## src/rtl/dspmac_pkg.sv

```systemverilog
package dspmac_pkg;
  typedef enum logic [3:0] {
    OP_CLR    = 4'd0,
    OP_MPY    = 4'd1,
    OP_MPYN   = 4'd2,
    OP_MAC    = 4'd3,
    OP_MSC    = 4'd4,
    OP_ED     = 4'd5,
    OP_EDAC   = 4'd6,
    OP_MOVSAC = 4'd7,
    OP_ADD    = 4'd8,
    OP_SUB    = 4'd9,
    OP_NEG    = 4'd10
  } mac_op_e;
endpackage

```

## src/rtl/dspmac_mult.sv

```systemverilog
module dspmac_mult #(
  parameter int DW = 16,
  parameter int AW = 40
) (
  input  logic [DW-1:0] x_i,
  input  logic [DW-1:0] y_i,
  input  logic          int_i,
  input  logic          uns_i,
  output logic [AW-1:0] prod_o,
  output logic [AW-1:0] sq_o
);
  localparam int EW = DW + 1;
  localparam int PW = 2 * EW;
  localparam int SW = 2 * (EW + 1);

  logic signed [EW-1:0] xe, ye;
  logic signed [PW-1:0] p;
  logic signed [EW:0]   d;
  logic signed [SW-1:0] s;
  logic        [PW:0]   pf;
  logic        [SW:0]   sf;

  assign xe = uns_i ? $signed({1'b0, x_i}) : $signed({x_i[DW-1], x_i});
  assign ye = uns_i ? $signed({1'b0, y_i}) : $signed({y_i[DW-1], y_i});
  assign p  = xe * ye;
  assign d  = $signed({xe[EW-1], xe}) - $signed({ye[EW-1], ye});
  assign s  = d * d;

  assign pf = int_i ? {p[PW-1], p} : {p, 1'b0};
  assign sf = int_i ? {s[SW-1], s} : {s, 1'b0};

  assign prod_o = {{(AW-PW-1){pf[PW]}}, pf};
  assign sq_o   = {{(AW-SW-1){sf[SW]}}, sf};
endmodule

```

## src/rtl/dspmac_addsat.sv

```systemverilog
module dspmac_addsat
  import dspmac_pkg::*;
#(
  parameter int DW = 16,
  parameter int AW = 40
) (
  input  logic [3:0]    op_i,
  input  logic [AW-1:0] tgt_i,
  input  logic [AW-1:0] oth_i,
  input  logic [AW-1:0] prod_i,
  input  logic [AW-1:0] sq_i,
  input  logic          sat_en_i,
  input  logic          wide_i,
  output logic [AW-1:0] res_o,
  output logic          we_o,
  output logic          ovf_o
);
  localparam int XW = AW + 2;
  localparam int NW = 2 * DW;
  localparam logic signed [XW-1:0] N_MAX = {{(XW-NW+1){1'b0}}, {(NW-1){1'b1}}};
  localparam logic signed [XW-1:0] N_MIN = {{(XW-NW+1){1'b1}}, {(NW-1){1'b0}}};
  localparam logic signed [XW-1:0] W_MAX = {3'b000, {(AW-1){1'b1}}};
  localparam logic signed [XW-1:0] W_MIN = {3'b111, {(AW-1){1'b0}}};

  logic signed [XW-1:0] t, o, p, q, ex;

  assign t = $signed({{2{tgt_i[AW-1]}},  tgt_i});
  assign o = $signed({{2{oth_i[AW-1]}},  oth_i});
  assign p = $signed({{2{prod_i[AW-1]}}, prod_i});
  assign q = $signed({{2{sq_i[AW-1]}},   sq_i});

  always_comb begin
    we_o = 1'b1;
    ex   = t;
    case (op_i)
      OP_CLR:  ex = '0;
      OP_MPY:  ex = p;
      OP_MPYN: ex = -p;
      OP_MAC:  ex = t + p;
      OP_MSC:  ex = t - p;
      OP_ED:   ex = q;
      OP_EDAC: ex = t + q;
      OP_ADD:  ex = t + o;
      OP_SUB:  ex = t - o;
      OP_NEG:  ex = -t;
      default: we_o = 1'b0;
    endcase
  end

  assign ovf_o = (ex > N_MAX) || (ex < N_MIN);

  always_comb begin
    res_o = ex[AW-1:0];
    if (sat_en_i) begin
      if (wide_i) begin
        if (ex > W_MAX)      res_o = W_MAX[AW-1:0];
        else if (ex < W_MIN) res_o = W_MIN[AW-1:0];
      end else begin
        if (ex > N_MAX)      res_o = N_MAX[AW-1:0];
        else if (ex < N_MIN) res_o = N_MIN[AW-1:0];
      end
    end
  end
endmodule

```

## src/rtl/dspmac_round.sv

```systemverilog
module dspmac_round #(
  parameter int DW = 16,
  parameter int AW = 40
) (
  input  logic [AW-1:0] acc_i,
  input  logic          cnv_i,
  input  logic          sat_wr_i,
  output logic [DW-1:0] st_o
);
  localparam int RW = AW + 1;
  localparam int NW = 2 * DW;
  localparam logic [DW-1:0] HALF = {1'b1, {(DW-1){1'b0}}};
  localparam logic signed [RW-1:0] R_MAX = {{(RW-NW+1){1'b0}}, {(NW-1){1'b1}}};
  localparam logic signed [RW-1:0] R_MIN = {{(RW-NW+1){1'b1}}, {(NW-1){1'b0}}};

  logic            tie;
  logic [DW-1:0]   inc;
  logic signed [RW-1:0] r;

  assign tie = (acc_i[DW-1:0] == HALF);
  assign inc = (cnv_i && tie && !acc_i[DW]) ? '0 : HALF;
  assign r   = $signed({acc_i[AW-1], acc_i}) + $signed({{(RW-DW){1'b0}}, inc});

  always_comb begin
    st_o = r[NW-1:DW];
    if (sat_wr_i) begin
      if (r > R_MAX)      st_o = {1'b0, {(DW-1){1'b1}}};
      else if (r < R_MIN) st_o = {1'b1, {(DW-1){1'b0}}};
    end
  end
endmodule

```

## src/rtl/dsp_mac_engine.sv

```systemverilog
module dsp_mac_engine
  import dspmac_pkg::*;
#(
  parameter int DW = 16,
  parameter int AW = 40
) (
  input  logic          clk,
  input  logic          rst_n,
  input  logic          in_valid,
  output logic          in_ready,
  input  logic [3:0]    in_op,
  input  logic          in_sel,
  input  logic [DW-1:0] in_x,
  input  logic [DW-1:0] in_y,
  input  logic          cfg_int,
  input  logic          cfg_uns,
  input  logic          cfg_cnv,
  input  logic          cfg_sat_a,
  input  logic          cfg_sat_b,
  input  logic          cfg_sat_wr,
  input  logic          cfg_sat_wide,
  input  logic          wb_sel,
  output logic [DW-1:0] wb_data,
  output logic [AW-1:0] acc_a,
  output logic [AW-1:0] acc_b,
  output logic          ovf_a,
  output logic          ovf_b
);
  localparam int NA = 2;
  localparam int NW = 2 * DW;
  localparam logic signed [AW-1:0] LIM_HI = {{(AW-NW+1){1'b0}}, {(NW-1){1'b1}}};
  localparam logic signed [AW-1:0] LIM_LO = {{(AW-NW+1){1'b1}}, {(NW-1){1'b0}}};

  logic [AW-1:0] acc_q [NA];
  logic [NA-1:0] ovf_q;
  logic [NA-1:0] sat_vec;
  logic          rdy_q, fire, we_c, ovf_c;
  logic [AW-1:0] prod_c, sq_c, res_c;

  always_ff @(posedge clk or negedge rst_n)
    if (!rst_n) rdy_q <= 1'b0;
    else        rdy_q <= 1'b1;

  assign in_ready = rdy_q;
  assign fire     = in_valid && rdy_q;
  assign sat_vec  = {cfg_sat_b, cfg_sat_a};

  dspmac_mult #(.DW(DW), .AW(AW)) mult_i (
    .x_i(in_x), .y_i(in_y), .int_i(cfg_int), .uns_i(cfg_uns),
    .prod_o(prod_c), .sq_o(sq_c)
  );

  dspmac_addsat #(.DW(DW), .AW(AW)) addsat_i (
    .op_i(in_op), .tgt_i(acc_q[in_sel]), .oth_i(acc_q[~in_sel]),
    .prod_i(prod_c), .sq_i(sq_c), .sat_en_i(sat_vec[in_sel]),
    .wide_i(cfg_sat_wide), .res_o(res_c), .we_o(we_c), .ovf_o(ovf_c)
  );

  for (genvar i = 0; i < NA; i++) begin : g_acc
    always_ff @(posedge clk or negedge rst_n) begin
      if (!rst_n) begin
        acc_q[i] <= '0;
        ovf_q[i] <= 1'b0;
      end else if (fire && (in_sel == i[0]) && we_c) begin
        acc_q[i] <= res_c;
        ovf_q[i] <= ovf_c;
      end
    end

    // untouched unless an accepted command targets this accumulator
    assert_idle_stable_R2: assert property (@(posedge clk) disable iff (!rst_n)
      !(fire && (in_sel == i[0])) |=> $stable(acc_q[i]));

    // narrow saturation keeps the written value inside the 32-bit range
    assert_narrow_limit_R7: assert property (@(posedge clk) disable iff (!rst_n)
      (fire && (in_sel == i[0]) && we_c && sat_vec[i] && !cfg_sat_wide) |=>
      (($signed(acc_q[i]) <= LIM_HI) && ($signed(acc_q[i]) >= LIM_LO)));

    // a clear leaves the flag low
    assert_ovf_clr_R10: assert property (@(posedge clk) disable iff (!rst_n)
      (fire && (in_sel == i[0]) && (in_op == OP_CLR)) |=> !ovf_q[i]);
  end

  // once ready, ready stays high
  assert_ready_hold_R1: assert property (@(posedge clk) disable iff (!rst_n)
    in_ready |=> in_ready);

  // MOVSAC changes no accumulator
  assert_movsac_hold_R6: assert property (@(posedge clk) disable iff (!rst_n)
    (fire && (in_op == OP_MOVSAC)) |=> ($stable(acc_q[0]) && $stable(acc_q[1])));

  dspmac_round #(.DW(DW), .AW(AW)) round_i (
    .acc_i(acc_q[wb_sel]), .cnv_i(cfg_cnv), .sat_wr_i(cfg_sat_wr), .st_o(wb_data)
  );

  assign acc_a = acc_q[0];
  assign acc_b = acc_q[1];
  assign ovf_a = ovf_q[0];
  assign ovf_b = ovf_q[1];
endmodule

```

## config.mk

```make
export PLATFORM = sky130hd
export DESIGN_NAME = dsp_mac_engine
export DESIGN_NICKNAME = d
export VERILOG_FILES = /design/src/rtl/dspmac_pkg.sv /design/src/rtl/dspmac_mult.sv /design/src/rtl/dspmac_addsat.sv /design/src/rtl/dspmac_round.sv /design/src/rtl/dsp_mac_engine.sv
export SDC_FILE = /design/constraint.sdc
export NUM_CORES = 2
export LEC_CHECK = 0
export BUFFER_PORTS_ARGS = -buffer_cell sky130_fd_sc_hd__buf_2
export CAP_MARGIN = 20
export CORE_ASPECT_RATIO = 0.9
export CORE_MARGIN = 10
export CORE_UTILIZATION = 45
export DETAILED_ROUTE_END_ITERATION = 6
export SLEW_MARGIN = 20
export SYNTH_ARGS = -nofsm -noshare
export SYNTH_HDL_FRONTEND = slang
export SYNTH_SLANG_ARGS = --single-unit
```

## constraint.sdc

```tcl
create_clock -name clk -period 6.3 [get_ports clk]
set_input_delay 0.63 -clock clk [delete_from_list [all_inputs] [get_ports clk]]
set_output_delay 0.63 -clock clk [all_outputs]
set_load 0.02 [all_outputs]
```

==> results.md <==
- Outcome: finished with violations
- Failing checks: design-rule violations, negative setup slack
- Cell area after synthesis: 45900 um^2
- Post-Syn Nets: 7020
- Worst setup EP type: flip-flop
- Ys Warns: 0
- WS Path Type: primary input to flip-flop
- Fin. max-slew vios: 0
- DP Area: 58100 um^2
- Synth Flop Type: dfrtp_1
- DP Wirelength: 157000 um
- Distinct cells, synth: 114
- Crit path required time: 6.55 ns
- Crit path time final: 12.33 ns
- Finished Layout Cells: 8648
- Routed len/inst: 21.7 um
- Ys async rst share: 100%
- Yosys top cell by area: fa_1
- Cells after synthesis: 5988
- Fin area: 60300 um^2
- Port-buffer cells: 146
- H-tree level count: 3
- Grt ovf: 0
- Clock buffer count from CTS: 9
- Final nets: 8314
- Storage element area: 2080 um^2
- Final setup fails: 82
- CP most frequent cell: a21oi_2
- Register area share after synthesis: 4.52%
- Clk_skew: 0.00953 ns
- Antenna-violating nets left: 0
- Worst Path Max Fanout: 5
- Die width: 357 um
- Critical path's top delay family: compound AO/OA/AOI/OAI gates
- Die ar.: 115000 um^2
- Via density: 5.90
- Number of synthesized flops with an enable pin: 0
- CP bufs+invs: 12
- Routed wire length: 188000 um
- Worst rel slew slack: 28.7%
- Final Hold Vio Count: 0
- Buffer depth of the longest clock path: 2
- Initial antenna violation count: 2
- Die Y: 323 um
- I/O pin count: 147
- CTS tree: built
- End-of-flow core utilization: 59.4%
- Total global-route track usage: 31.8%
- Number of max-cap violations: 0
- Worst-path clk slew: 0.07 ns
- Fmax: 0.0811 GHz
- Startpoint types: primary input
- Synthesized area per cell: 7.67 um^2
- Synth top area cells: fa_1 (26%), ha_1 (11%), inv_1 (7.0%)
- Core ar.: 102000 um^2
- Drt pass-1 iters: 7
- Iteration-0 DRC Markers: 5429
- Synth top area share: 26.1%
- Largest net degree at the start of global routing: 82
- Clk sinks: 83
- Number of cell rows: 111
- DRC Markers: 15
- Later-pin clock latency in the skew report: 0.37 ns
- Fin crit share: 196%
- Initial Util: 45.3%
- Vias post-DR: 51007
- Top cells by count, synth: inv_1 (855), nand2_1 (616), fa_1 (598), nor2_1 (417), a21oi_1 (404)
- Share of layout cells above drive strength 1: 26.8%
- PnR worst setup slack: -6.03 ns
- CP max-delay cell: fa_1
- RSZ-0062 raised after global routing: yes
- Placed Cells: 8547
- Top-count cell post-synth: inv_1
- Global placement routability congestion: 1.07
- Number of global-route vias before repair: 49736
- Multi-input gate area: 41000 um^2
- Setup TNS: -481.49 ns
- Seq cells post-synth: 83
- Clock root buffer: clkbuf_16
- First-pass GRT wire length: 290000 um
- Syn-to-layout area delta: 31.3%
- Largest stage delay, worst path: 0.54 ns
- Least-Margin Pin Slew: 1.06 ns
- Fillers: 9458
- Crit path DAT: 12.58 ns
- HP Class: primary input to asynchronous set/reset pin
==> sequential cells by signal, summed over array words and instances (netlist names) <==
signal	flops
acc_a	40
acc_b	40
in_ready	1
ovf_a	1
ovf_b	1
==> worst paths after layout <==
| check | start | endpoint | slack (ns) | cells after the start |
|---|---|---|---|---|
| setup / recovery | in_x[0] | acc_b[29] | -6.03 | 59 |
| hold / removal | rst_n | acc_a[5] | 0.1 | 1 |
| setup reg to reg | acc_b[1] | acc_b[29] | 0.30 | 20 |
| hold reg to reg | ovf_a | ovf_a | 0.48 | 2 |
| max in group asynchronous | rst_n | acc_a[37] | 4.98 | 2 |
| min in group clk | ovf_a | ovf_a | 0.48 | 2 |
==> what timing repair did <==
item                                    4_1_cts  5_1_grt
pin swaps                                   105       71
gates resized for setup                     149      121
cloned                                        6        0
endpoints found under the setup margin       82       82
hold buffers                                  0        0
buffers inserted                             62       18
==> stage by stage <==
step           setup WS [ns]  hold WS, ns
2_1_floorplan          -5.39        0.334
3_3_place_gp           -6.58        0.468
3_5_place_dp           -6.94        0.479
4_1_cts                -5.83       0.0965
5_1_grt                -6.46        0.104
6_report               -6.03       0.0964
==> metal layers <==
layer / track usage, % / part of all wire (%) / routed length, um / vias up
li1: - / - / - / 23189
met1: 44.1 / 42 / 78900 / 25015
met2: 50.3 / 45 / 83900 / 2405
met3: 5.73 / 9.8 / 18500 / 396
met4: 9.28 / 3.5 / 6650 / 2
met5: 0 / 0.0059 / 11 / -
==> cell type report <==
type / count / area share, %
Antenna cell: 5 / 0.0207
Clock buffer: 13 / 0.448
Clock inverter: 3 / 0.0353
Inverter: 861 / 5.37
Multi-Input combinational cell: 4742 / 67.9
Sequential cell: 83 / 3.44
Tap cell: 1356 / 2.81
Timing Repair Buffer: 1585 / 19.9
==> cell families (layout without fill, tap and decap cells) <==
kind of cell             count (synthesis)  in the layout  share of synthesized area, %
AND/OR/NAND/NOR                       1884           1887                          20.0
other                                    1              6                       0.00816
AO/OA/AOI/OAI                         1542           1542                          22.5
multiplexers                           111            111                          2.54
flip-flops                              83             83                          4.52
adder cells (fa/ha/maj)                984            984                          36.6
buffers and inverters                 1166           2462                          9.71
XOR/XNOR                               217            217                          4.14
==> cells in the final DEF (no fill, tap or decap), types with 142 or more instances in the layout <==
master,netlist,layout
fa_1,598,587
a21oi_1,404,357
xnor2_1,168,162
inv_1,855,841
nor2_1,417,392
o21ai_0,290,232
nand2_1,616,608
buf_2,22,142
nor3_1,147,143
ha_1,386,371
buf_4,5,1387
Power is not shown: default switching activity piles up to over one toggle a cycle in this logic, so the estimate is an artifact.
